## config.mk

```make
export PLATFORM = sky130hd
export DESIGN_NAME = sep_conv2d
export DESIGN_NICKNAME = d
export VERILOG_FILES = /design/src/rtl/sep_conv_pkg.sv /design/src/rtl/sep_conv_pos.sv /design/src/rtl/sep_conv_hpass.sv /design/src/rtl/sep_conv_vpass.sv /design/src/rtl/sep_conv_sum.sv /design/src/rtl/sep_conv2d.sv
export SDC_FILE = /design/constraint.sdc
export NUM_CORES = 1
export LEC_CHECK = 0
export BUFFER_PORTS_ARGS = -buffer_cell sky130_fd_sc_hd__buf_2
export CORE_MARGIN = 2
export CORE_UTILIZATION = 60
export CTS_CLUSTER_DIAMETER = 100
export DETAILED_ROUTE_END_ITERATION = 16
export PLACE_DENSITY = 0.73
export SLEW_MARGIN = 20
export SYNTH_ARGS = -nofsm -noshare
export SYNTH_HDL_FRONTEND = slang
export SYNTH_SLANG_ARGS = --single-unit
export TNS_END_PERCENT = 50
```

## constraint.sdc

```tcl
create_clock -name clk -period 7.5 [get_ports clk]
set_input_delay 1.5 -clock clk [delete_from_list [all_inputs] [get_ports clk]]
set_output_delay 1.5 -clock clk [all_outputs]
set_load 0.1 [all_outputs]
```

## src/rtl/sep_conv_pkg.sv

```systemverilog
package sep_conv_pkg;

  // Sideband that travels with every pixel through the pipeline.
  typedef struct packed {
    logic valid;
    logic sof;
    logic eol;
  } pix_tag_t;

endpackage

```

## src/rtl/sep_conv_pos.sv

```systemverilog
// Raster position tracking: column index and saturated row count of the
// incoming pixel, registered into stage 1 alongside the row-pass result.
module sep_conv_pos
  import sep_conv_pkg::*;
#(
  parameter int IMG_W = 16,
  parameter int N     = 3,
  parameter int CW    = 4,
  parameter int RW    = 2
) (
  input  logic          clk,
  input  logic          rst_n,
  input  pix_tag_t      in_tag,
  output logic          first_col,
  output pix_tag_t      s1_tag,
  output logic [CW-1:0] s1_col,
  output logic [RW-1:0] s1_row
);

  localparam logic [CW-1:0] COL_LAST = CW'(IMG_W - 1);
  localparam logic [RW-1:0] ROW_LAST = RW'(N - 1);

  logic [CW-1:0] col_q, col_d, col_now;
  logic [RW-1:0] row_q, row_d, row_now;

  // Next-state logic
  always_comb begin
    col_now = in_tag.sof ? '0 : col_q;
    row_now = in_tag.sof ? '0 : row_q;
    col_d   = col_q;
    row_d   = row_q;
    if (in_tag.valid) begin
      if (in_tag.eol) begin
        col_d = '0;
        row_d = (row_now == ROW_LAST) ? row_now : row_now + RW'(1);
      end else begin
        col_d = (col_now == COL_LAST) ? col_now : col_now + CW'(1);
        row_d = row_now;
      end
    end
  end

  assign first_col = (col_now == '0);

  // Position state
  always_ff @(posedge clk or negedge rst_n) begin
    if (!rst_n) begin
      col_q <= '0;
      row_q <= '0;
    end else begin
      col_q <= col_d;
      row_q <= row_d;
    end
  end

  // Stage-1 sideband
  always_ff @(posedge clk or negedge rst_n) begin
    if (!rst_n) begin
      s1_tag <= '0;
      s1_col <= '0;
      s1_row <= '0;
    end else begin
      s1_tag <= in_tag;
      if (in_tag.valid) begin
        s1_col <= col_now;
        s1_row <= row_now;
      end
    end
  end

endmodule

```

## src/rtl/sep_conv_hpass.sv

```systemverilog
// Row pass: one shared history of the last N-1 pixels of the current line,
// and K dot products against the per-branch row vectors.
module sep_conv_hpass #(
  parameter int PIX_W  = 8,
  parameter int COEF_W = 8,
  parameter int N      = 3,
  parameter int K      = 2,
  parameter int H_W    = 20,
  parameter logic [K*N*COEF_W-1:0] ROW_COEFS = '0
) (
  input  logic                    clk,
  input  logic                    rst_n,
  input  logic                    in_valid,
  input  logic                    first_col,
  input  logic [PIX_W-1:0]        in_pix,
  output logic [K-1:0][H_W-1:0]   h_out
);

  logic signed [PIX_W:0]   cur    [N];
  logic signed [PIX_W:0]   hist_q [N-1];
  logic signed [H_W-1:0]   h_d    [K];

  // Current row window: tap 0 is the arriving pixel, older taps are zero
  // at the start of a line.
  always_comb begin
    cur[0] = $signed({1'b0, in_pix});
    for (int j = 1; j < N; j++) begin
      cur[j] = first_col ? '0 : hist_q[j-1];
    end
  end

  // K row dot products at full precision
  always_comb begin
    logic signed [COEF_W-1:0] cf;
    cf = '0;
    for (int b = 0; b < K; b++) begin
      h_d[b] = '0;
      for (int j = 0; j < N; j++) begin
        cf     = ROW_COEFS[(b*N+j)*COEF_W +: COEF_W];
        h_d[b] = h_d[b] + H_W'(cf) * H_W'(cur[j]);
      end
    end
  end

  always_ff @(posedge clk or negedge rst_n) begin
    if (!rst_n) begin
      for (int j = 0; j < N-1; j++) hist_q[j] <= '0;
    end else if (in_valid) begin
      for (int j = 0; j < N-1; j++) hist_q[j] <= cur[j];
    end
  end

  always_ff @(posedge clk or negedge rst_n) begin
    if (!rst_n) begin
      h_out <= '0;
    end else if (in_valid) begin
      for (int b = 0; b < K; b++) h_out[b] <= h_d[b];
    end
  end

endmodule

```

## src/rtl/sep_conv_vpass.sv

```systemverilog
// Column pass for one branch: N-1 line buffers of row-pass results and a
// dot product with the branch's column vector.
module sep_conv_vpass #(
  parameter int IMG_W  = 16,
  parameter int N      = 3,
  parameter int COEF_W = 8,
  parameter int H_W    = 20,
  parameter int V_W    = 31,
  parameter int CW     = 4,
  parameter int RW     = 2,
  parameter logic [N*COEF_W-1:0] COL_COEFS = '0
) (
  input  logic                  clk,
  input  logic                  rst_n,
  input  logic                  en,
  input  logic signed [H_W-1:0] h_in,
  input  logic [CW-1:0]         col,
  input  logic [RW-1:0]         row,
  output logic signed [V_W-1:0] v_out
);

  logic signed [H_W-1:0] lb [N-1][IMG_W];
  logic signed [H_W-1:0] vt [N];
  logic signed [V_W-1:0] v_d;

  // Vertical window: tap 0 is the current line, tap i is i lines up and
  // is zero above the first row of the frame.
  always_comb begin
    vt[0] = h_in;
    for (int i = 1; i < N; i++) begin
      vt[i] = (row >= RW'(i)) ? lb[i-1][col] : '0;
    end
  end

  always_comb begin
    logic signed [COEF_W-1:0] cf;
    cf  = '0;
    v_d = '0;
    for (int i = 0; i < N; i++) begin
      cf  = COL_COEFS[i*COEF_W +: COEF_W];
      v_d = v_d + V_W'(cf) * V_W'(vt[i]);
    end
  end

  // Line-buffer storage: each column slot shifts one line deeper.
  always_ff @(posedge clk) begin
    if (en) begin
      lb[0][col] <= h_in;
      for (int i = 1; i < N-1; i++) lb[i][col] <= lb[i-1][col];
    end
  end

  always_ff @(posedge clk or negedge rst_n) begin
    if (!rst_n) begin
      v_out <= '0;
    end else if (en) begin
      v_out <= v_d;
    end
  end

endmodule

```

## src/rtl/sep_conv_sum.sv

```systemverilog
// Branch summation, rounding and saturation.
module sep_conv_sum #(
  parameter int K      = 2,
  parameter int V_W    = 31,
  parameter int S_W    = 33,
  parameter int OUT_W  = 10,
  parameter int FRAC_W = 4
) (
  input  logic                    clk,
  input  logic                    rst_n,
  input  logic                    en,
  input  logic [K-1:0][V_W-1:0]   v_in,
  output logic signed [OUT_W-1:0] res
);

  localparam int SH = 2 * FRAC_W;
  localparam logic signed [S_W-1:0] HALF = S_W'(1) << (SH - 1);
  localparam logic signed [S_W-1:0] MAXV = {{(S_W-OUT_W+1){1'b0}}, {(OUT_W-1){1'b1}}};
  localparam logic signed [S_W-1:0] MINV = {{(S_W-OUT_W+1){1'b1}}, {(OUT_W-1){1'b0}}};

  logic signed [S_W-1:0]   total;
  logic signed [S_W-1:0]   rnd;
  logic signed [OUT_W-1:0] res_d;

  if (K == 1) begin : g_single
    assign total = S_W'($signed(v_in[0]));
  end else begin : g_tree
    always_comb begin
      total = '0;
      for (int b = 0; b < K; b++) total = total + S_W'($signed(v_in[b]));
    end
  end

  always_comb begin
    rnd = (total + HALF) >>> SH;
    if (rnd > MAXV) begin
      res_d = MAXV[OUT_W-1:0];
    end else if (rnd < MINV) begin
      res_d = MINV[OUT_W-1:0];
    end else begin
      res_d = rnd[OUT_W-1:0];
    end
  end

  always_ff @(posedge clk or negedge rst_n) begin
    if (!rst_n) begin
      res <= '0;
    end else if (en) begin
      res <= res_d;
    end
  end

endmodule

```

## src/rtl/sep_conv2d.sv

```systemverilog
// Streaming separable 2D filter, sum of K outer-product branches.
module sep_conv2d
  import sep_conv_pkg::*;
#(
  parameter int IMG_W  = 16,
  parameter int N      = 3,
  parameter int K      = 2,
  parameter int PIX_W  = 8,
  parameter int COEF_W = 8,
  parameter int FRAC_W = 4,
  parameter int OUT_W  = 10,
  parameter logic [K*N*COEF_W-1:0] ROW_COEFS = 48'hF0_00_10_04_08_04,
  parameter logic [K*N*COEF_W-1:0] COL_COEFS = 48'h10_F0_10_04_08_04
) (
  input  logic                    clk,
  input  logic                    rst_n,
  input  logic                    in_valid,
  input  logic [PIX_W-1:0]        in_pix,
  input  logic                    in_sof,
  input  logic                    in_eol,
  output logic                    out_valid,
  output logic signed [OUT_W-1:0] out_pix,
  output logic                    out_sof,
  output logic                    out_eol
);

  localparam int CW     = (IMG_W > 1) ? $clog2(IMG_W) : 1;
  localparam int RW     = $clog2(N);
  localparam int GROW_N = $clog2(N) + 1;
  localparam int H_W    = PIX_W + 1 + COEF_W + GROW_N;
  localparam int V_W    = H_W + COEF_W + GROW_N;
  localparam int S_W    = V_W + $clog2(K) + 1;

  pix_tag_t             in_tag, s1_tag, s2_tag, out_tag;
  logic                 first_col;
  logic [CW-1:0]        s1_col;
  logic [RW-1:0]        s1_row;
  logic [K-1:0][H_W-1:0] h_all;
  logic [K-1:0][V_W-1:0] v_all;

  assign in_tag = '{valid: in_valid, sof: in_sof, eol: in_eol};

  sep_conv_pos #(
    .IMG_W(IMG_W), .N(N), .CW(CW), .RW(RW)
  ) u_pos (
    .clk(clk), .rst_n(rst_n), .in_tag(in_tag), .first_col(first_col),
    .s1_tag(s1_tag), .s1_col(s1_col), .s1_row(s1_row)
  );

  sep_conv_hpass #(
    .PIX_W(PIX_W), .COEF_W(COEF_W), .N(N), .K(K), .H_W(H_W),
    .ROW_COEFS(ROW_COEFS)
  ) u_hpass (
    .clk(clk), .rst_n(rst_n), .in_valid(in_valid), .first_col(first_col),
    .in_pix(in_pix), .h_out(h_all)
  );

  for (genvar b = 0; b < K; b++) begin : g_branch
    sep_conv_vpass #(
      .IMG_W(IMG_W), .N(N), .COEF_W(COEF_W), .H_W(H_W), .V_W(V_W),
      .CW(CW), .RW(RW),
      .COL_COEFS(COL_COEFS[b*N*COEF_W +: N*COEF_W])
    ) u_vpass (
      .clk(clk), .rst_n(rst_n), .en(s1_tag.valid),
      .h_in($signed(h_all[b])), .col(s1_col), .row(s1_row),
      .v_out(v_all[b])
    );
  end

  sep_conv_sum #(
    .K(K), .V_W(V_W), .S_W(S_W), .OUT_W(OUT_W), .FRAC_W(FRAC_W)
  ) u_sum (
    .clk(clk), .rst_n(rst_n), .en(s2_tag.valid), .v_in(v_all), .res(out_pix)
  );

  // Sideband pipeline for stages 2 and 3
  always_ff @(posedge clk or negedge rst_n) begin
    if (!rst_n) begin
      s2_tag  <= '0;
      out_tag <= '0;
    end else begin
      s2_tag  <= s1_tag;
      out_tag <= s2_tag;
    end
  end

  assign out_valid = out_tag.valid;
  assign out_sof   = out_tag.sof;
  assign out_eol   = out_tag.eol;

endmodule

```

==> results by group <==
Status
  – Status: finished, final reports clean

Setup path
  – Setup CP Type: flip-flop to flip-flop
  – Worst Setup SP: u_pos.s1_col[0]
  – Critical-path maximum fanout: 39
  – Critical Path Sink Type: flip-flop
  – R2R cell count: 17
  – Startpoint Class: flip-flop
  – Worst reg2reg startpoint: u_pos.s1_col[0]
  – Critical Path AT: 7.17 ns
  – Crit path required time: 8.03 ns

STA
  – Period utilisation layout: 88.6%
  – Hold violation total from the final report: 0
  – Worst Tran Pin Value: 1.14 ns
  – Min Clock Period, post-route: 6.65 ns
  – Peak Freq: 150 MHz
  – Post-route setup slack: 0.854 ns
  – Worst Skew: 0.0235 ns
  – Endpoints failing setup: 0
  – Worst slew margin: 23.9%
  – RSZ-0062 raised after global routing: no
  – Slew Limit Fails: 0
  – TNS Setup: 0 ns

Layout
  – Inserted Diodes: 0
  – Layout Utilization: 66.9%
  – Area Overhead vs Synth: 10.8%
  – Final Instance Area: 0.0447 mm2
  – Share of cells above drive strength 1: 23.1%
  – Final net count: 2408

Power
  – PwrDens: 328 mW/mm2
  – Worst vdd ir: 0.207 mV
  – Tot Pwr: 14.6 mW
  – Leakage: 15.2 nW

Synth
  – Post-synth EDFFs: 832
  – Most numerous cell in the Yosys netlist: edfxtp_1
  – Syn avg cell area: 18.3 um2
  – Cell taking the most area after synthesis: edfxtp_1
  – Post-synth top cells: edfxtp_1 (832), mux4_2 (233), dfrtp_1 (106), inv_1 (93), nand2_1 (93)
  – Synthesized area: 0.0403 mm2
  – Synth cell types: 77
  – Main area contributors after synthesis: edfxtp_1 (62%), mux4_2 (13%), dfrtp_1 (6.6%)
  – Register area share after synthesis: 68.6%
  – Share of the synthesized area in the top cell type: 62.0%
  – Synth Flop Type: edfxtp_1
  – Synthesized Nets: 2328
  – Ys async rst share: 11.3%
  – Yosys warning count: 0
  – FF+latch count, synth: 938
  – Post-Synthesis Cells: 2200

Clock network
  – # clock sinks: 938
  – Root Buffer: clkbuf_16
  – Worst-Skew Late Latency: 0.65 ns
  – Post-CTS Setup Repair Bufs: 0
  – Number of buffers created by CTS: 94
  – Clock Tree Buf Depth: 3
  – H-tree levels: 3
  – # hold bufs at CTS: 0
  – Post-CTS resize count: 0
  – CTS tree: done
  – Reg clk slew, reported paths: 0.06 ns

Global routing
  – Initial antenna violation count: 2
  – First-pass GRT wire length: 136000 um
  – GRT Util Overall: 26.9%
  – Grt total ovfl: 0
  – Largest net degree at the start of global routing: 74
  – Vias in the first global route: 21600

Hold path
  – Hold Startpoint: s2_tag[0]
  – Worst Hold Depth: 0
  – HP Class: flip-flop to flip-flop

Drt
  – Post-Route WL: 91000 um
  – Vias: 21000
  – Drt pass-1 iters: 8
  – Vias per cell: 6.49
  – DRC Markers: 0
  – Detailed router's first-iteration violation count: 2453
  – Antenna-violating nets left: 0
  – Avg WL per Cell: 28.2 um

Die
  – Die Ht: 263 um
  – DIE WIDTH: 263 um
  – I/O Pins: 26
  – Initial Utilization: 60.3%
  – Row cnt: 95
  – Area of the die: 0.0692 mm2
  – Core area: 0.0668 mm2

Run
  – Max cap viols: 0

Placement
  – Post-DP HPWL: 53200 um
  – Place WS: 0.915 ns
  – GP Congestion: 0.879
  – Placed Area: 0.0416 mm2
  – Port-buffer cells: 25
per-layer routing:
metal,vias to the layer above,wire (um),track usage [%],share of wire (%)
met3,148,8840,6.11,9.7
met2,1005,44300,43.1,49
met4,2,2340,8.42,2.6
met5,-,13,0,0.014
li1,8923,-,-,-
met1,10900,35400,37.4,39
registers in the layout (all words and copies together) (netlist names):
name and flops:
g_branch.u_vpass.lb 832, u_hpass.hist_q 16, s2_tag 3, u_sum.res 10, g_branch.u_vpass.v_out 33, u_pos.col_q 4
u_pos.s1_col 4, out_eol 1, u_pos.s1_row 2, u_pos.row_q 2, out_valid 1, u_hpass.h_out 26
out_sof 1, u_pos.s1_tag 3
metrics by stage:
stage / hold WS [ns] / cells
global route: 0.359 / 3232
global placement: 0.333 / 3057
finish: 0.352 / 3232
CTS: 0.356 / 3232
detailed placement: 0.343 / 3057
floorplan: 0.331 / 2200
cell families (layout without fill, tap and decap cells):
| family | count (synthesis) | after routing | share of synthesized area (%) |
|---|---|---|---|
| xor+xnor | 66 | 66 | 1.43 |
| simple gates | 318 | 318 | 3.90 |
| mux | 319 | 319 | 15.5 |
| fa+ha+maj | 115 | 115 | 4.26 |
| flops | 938 | 938 | 68.6 |
| buf+inv | 187 | 346 | 2.02 |
| compound gates | 257 | 257 | 4.30 |
cell type report:
type / instances / area, um2
tap: 873 / 1090
inverter: 94 / 354
multi-input combinational: 1075 / 12000
clock inverter: 54 / 531
fill: 4314 / 22100
clock buffer: 121 / 2540
timing repair buffer: 77 / 534
sequential: 938 / 27600
worst max-delay path, cell delays in order, from the launching register on:
cell,delay [ns]
dfrtp_4,0.90
mux4_1,0.67
mux4_2,0.67
nor3_2,0.31
a21oi_1,0.14
nand3b_1,0.29
xnor2_1,0.28
fa_1,0.45
ha_1,0.37
a2111oi_0,0.44
o21ai_0,0.16
a311oi_1,0.38
nor2_1,0.12
o21ai_0,0.50
o311ai_0,0.21
a21oi_1,0.23
xnor2_1,0.09
mux2_2,0.27
cell usage in the layout, fill, tap and decap left out, types with 41 or more instances in the layout:
cell	n
edfxtp_1	832
mux4_2	233
dfrtp_1	103
clkbuf_16	97
nand2_1	93
inv_1	93
ha_1	78
o21ai_0	71
nor2_1	61
mux2_2	53
a21oi_1	52
xnor2_1	51
buf_4	51
and2_1	41
power breakdown:
group	switching, mW	internal [mW]
Combinational	1.95	1.32
Clock	1.95	2.71
Sequential	0.407	6.32
worst paths after layout:
path / end / slack [ns]
min in group asynchronous: u_hpass.h_out[34] / 0.85
worst max register to register: g_branch[1].u_vpass.v_out[28] / 0.85
max in group asynchronous: u_hpass.h_out[26] / 5.45
worst max-delay path: g_branch[1].u_vpass.v_out[28] / 0.85
worst min-delay path: out_eol / 0.35
worst min register to register: out_eol / 0.35
Note: power is estimated with default switching activity, not from simulation.
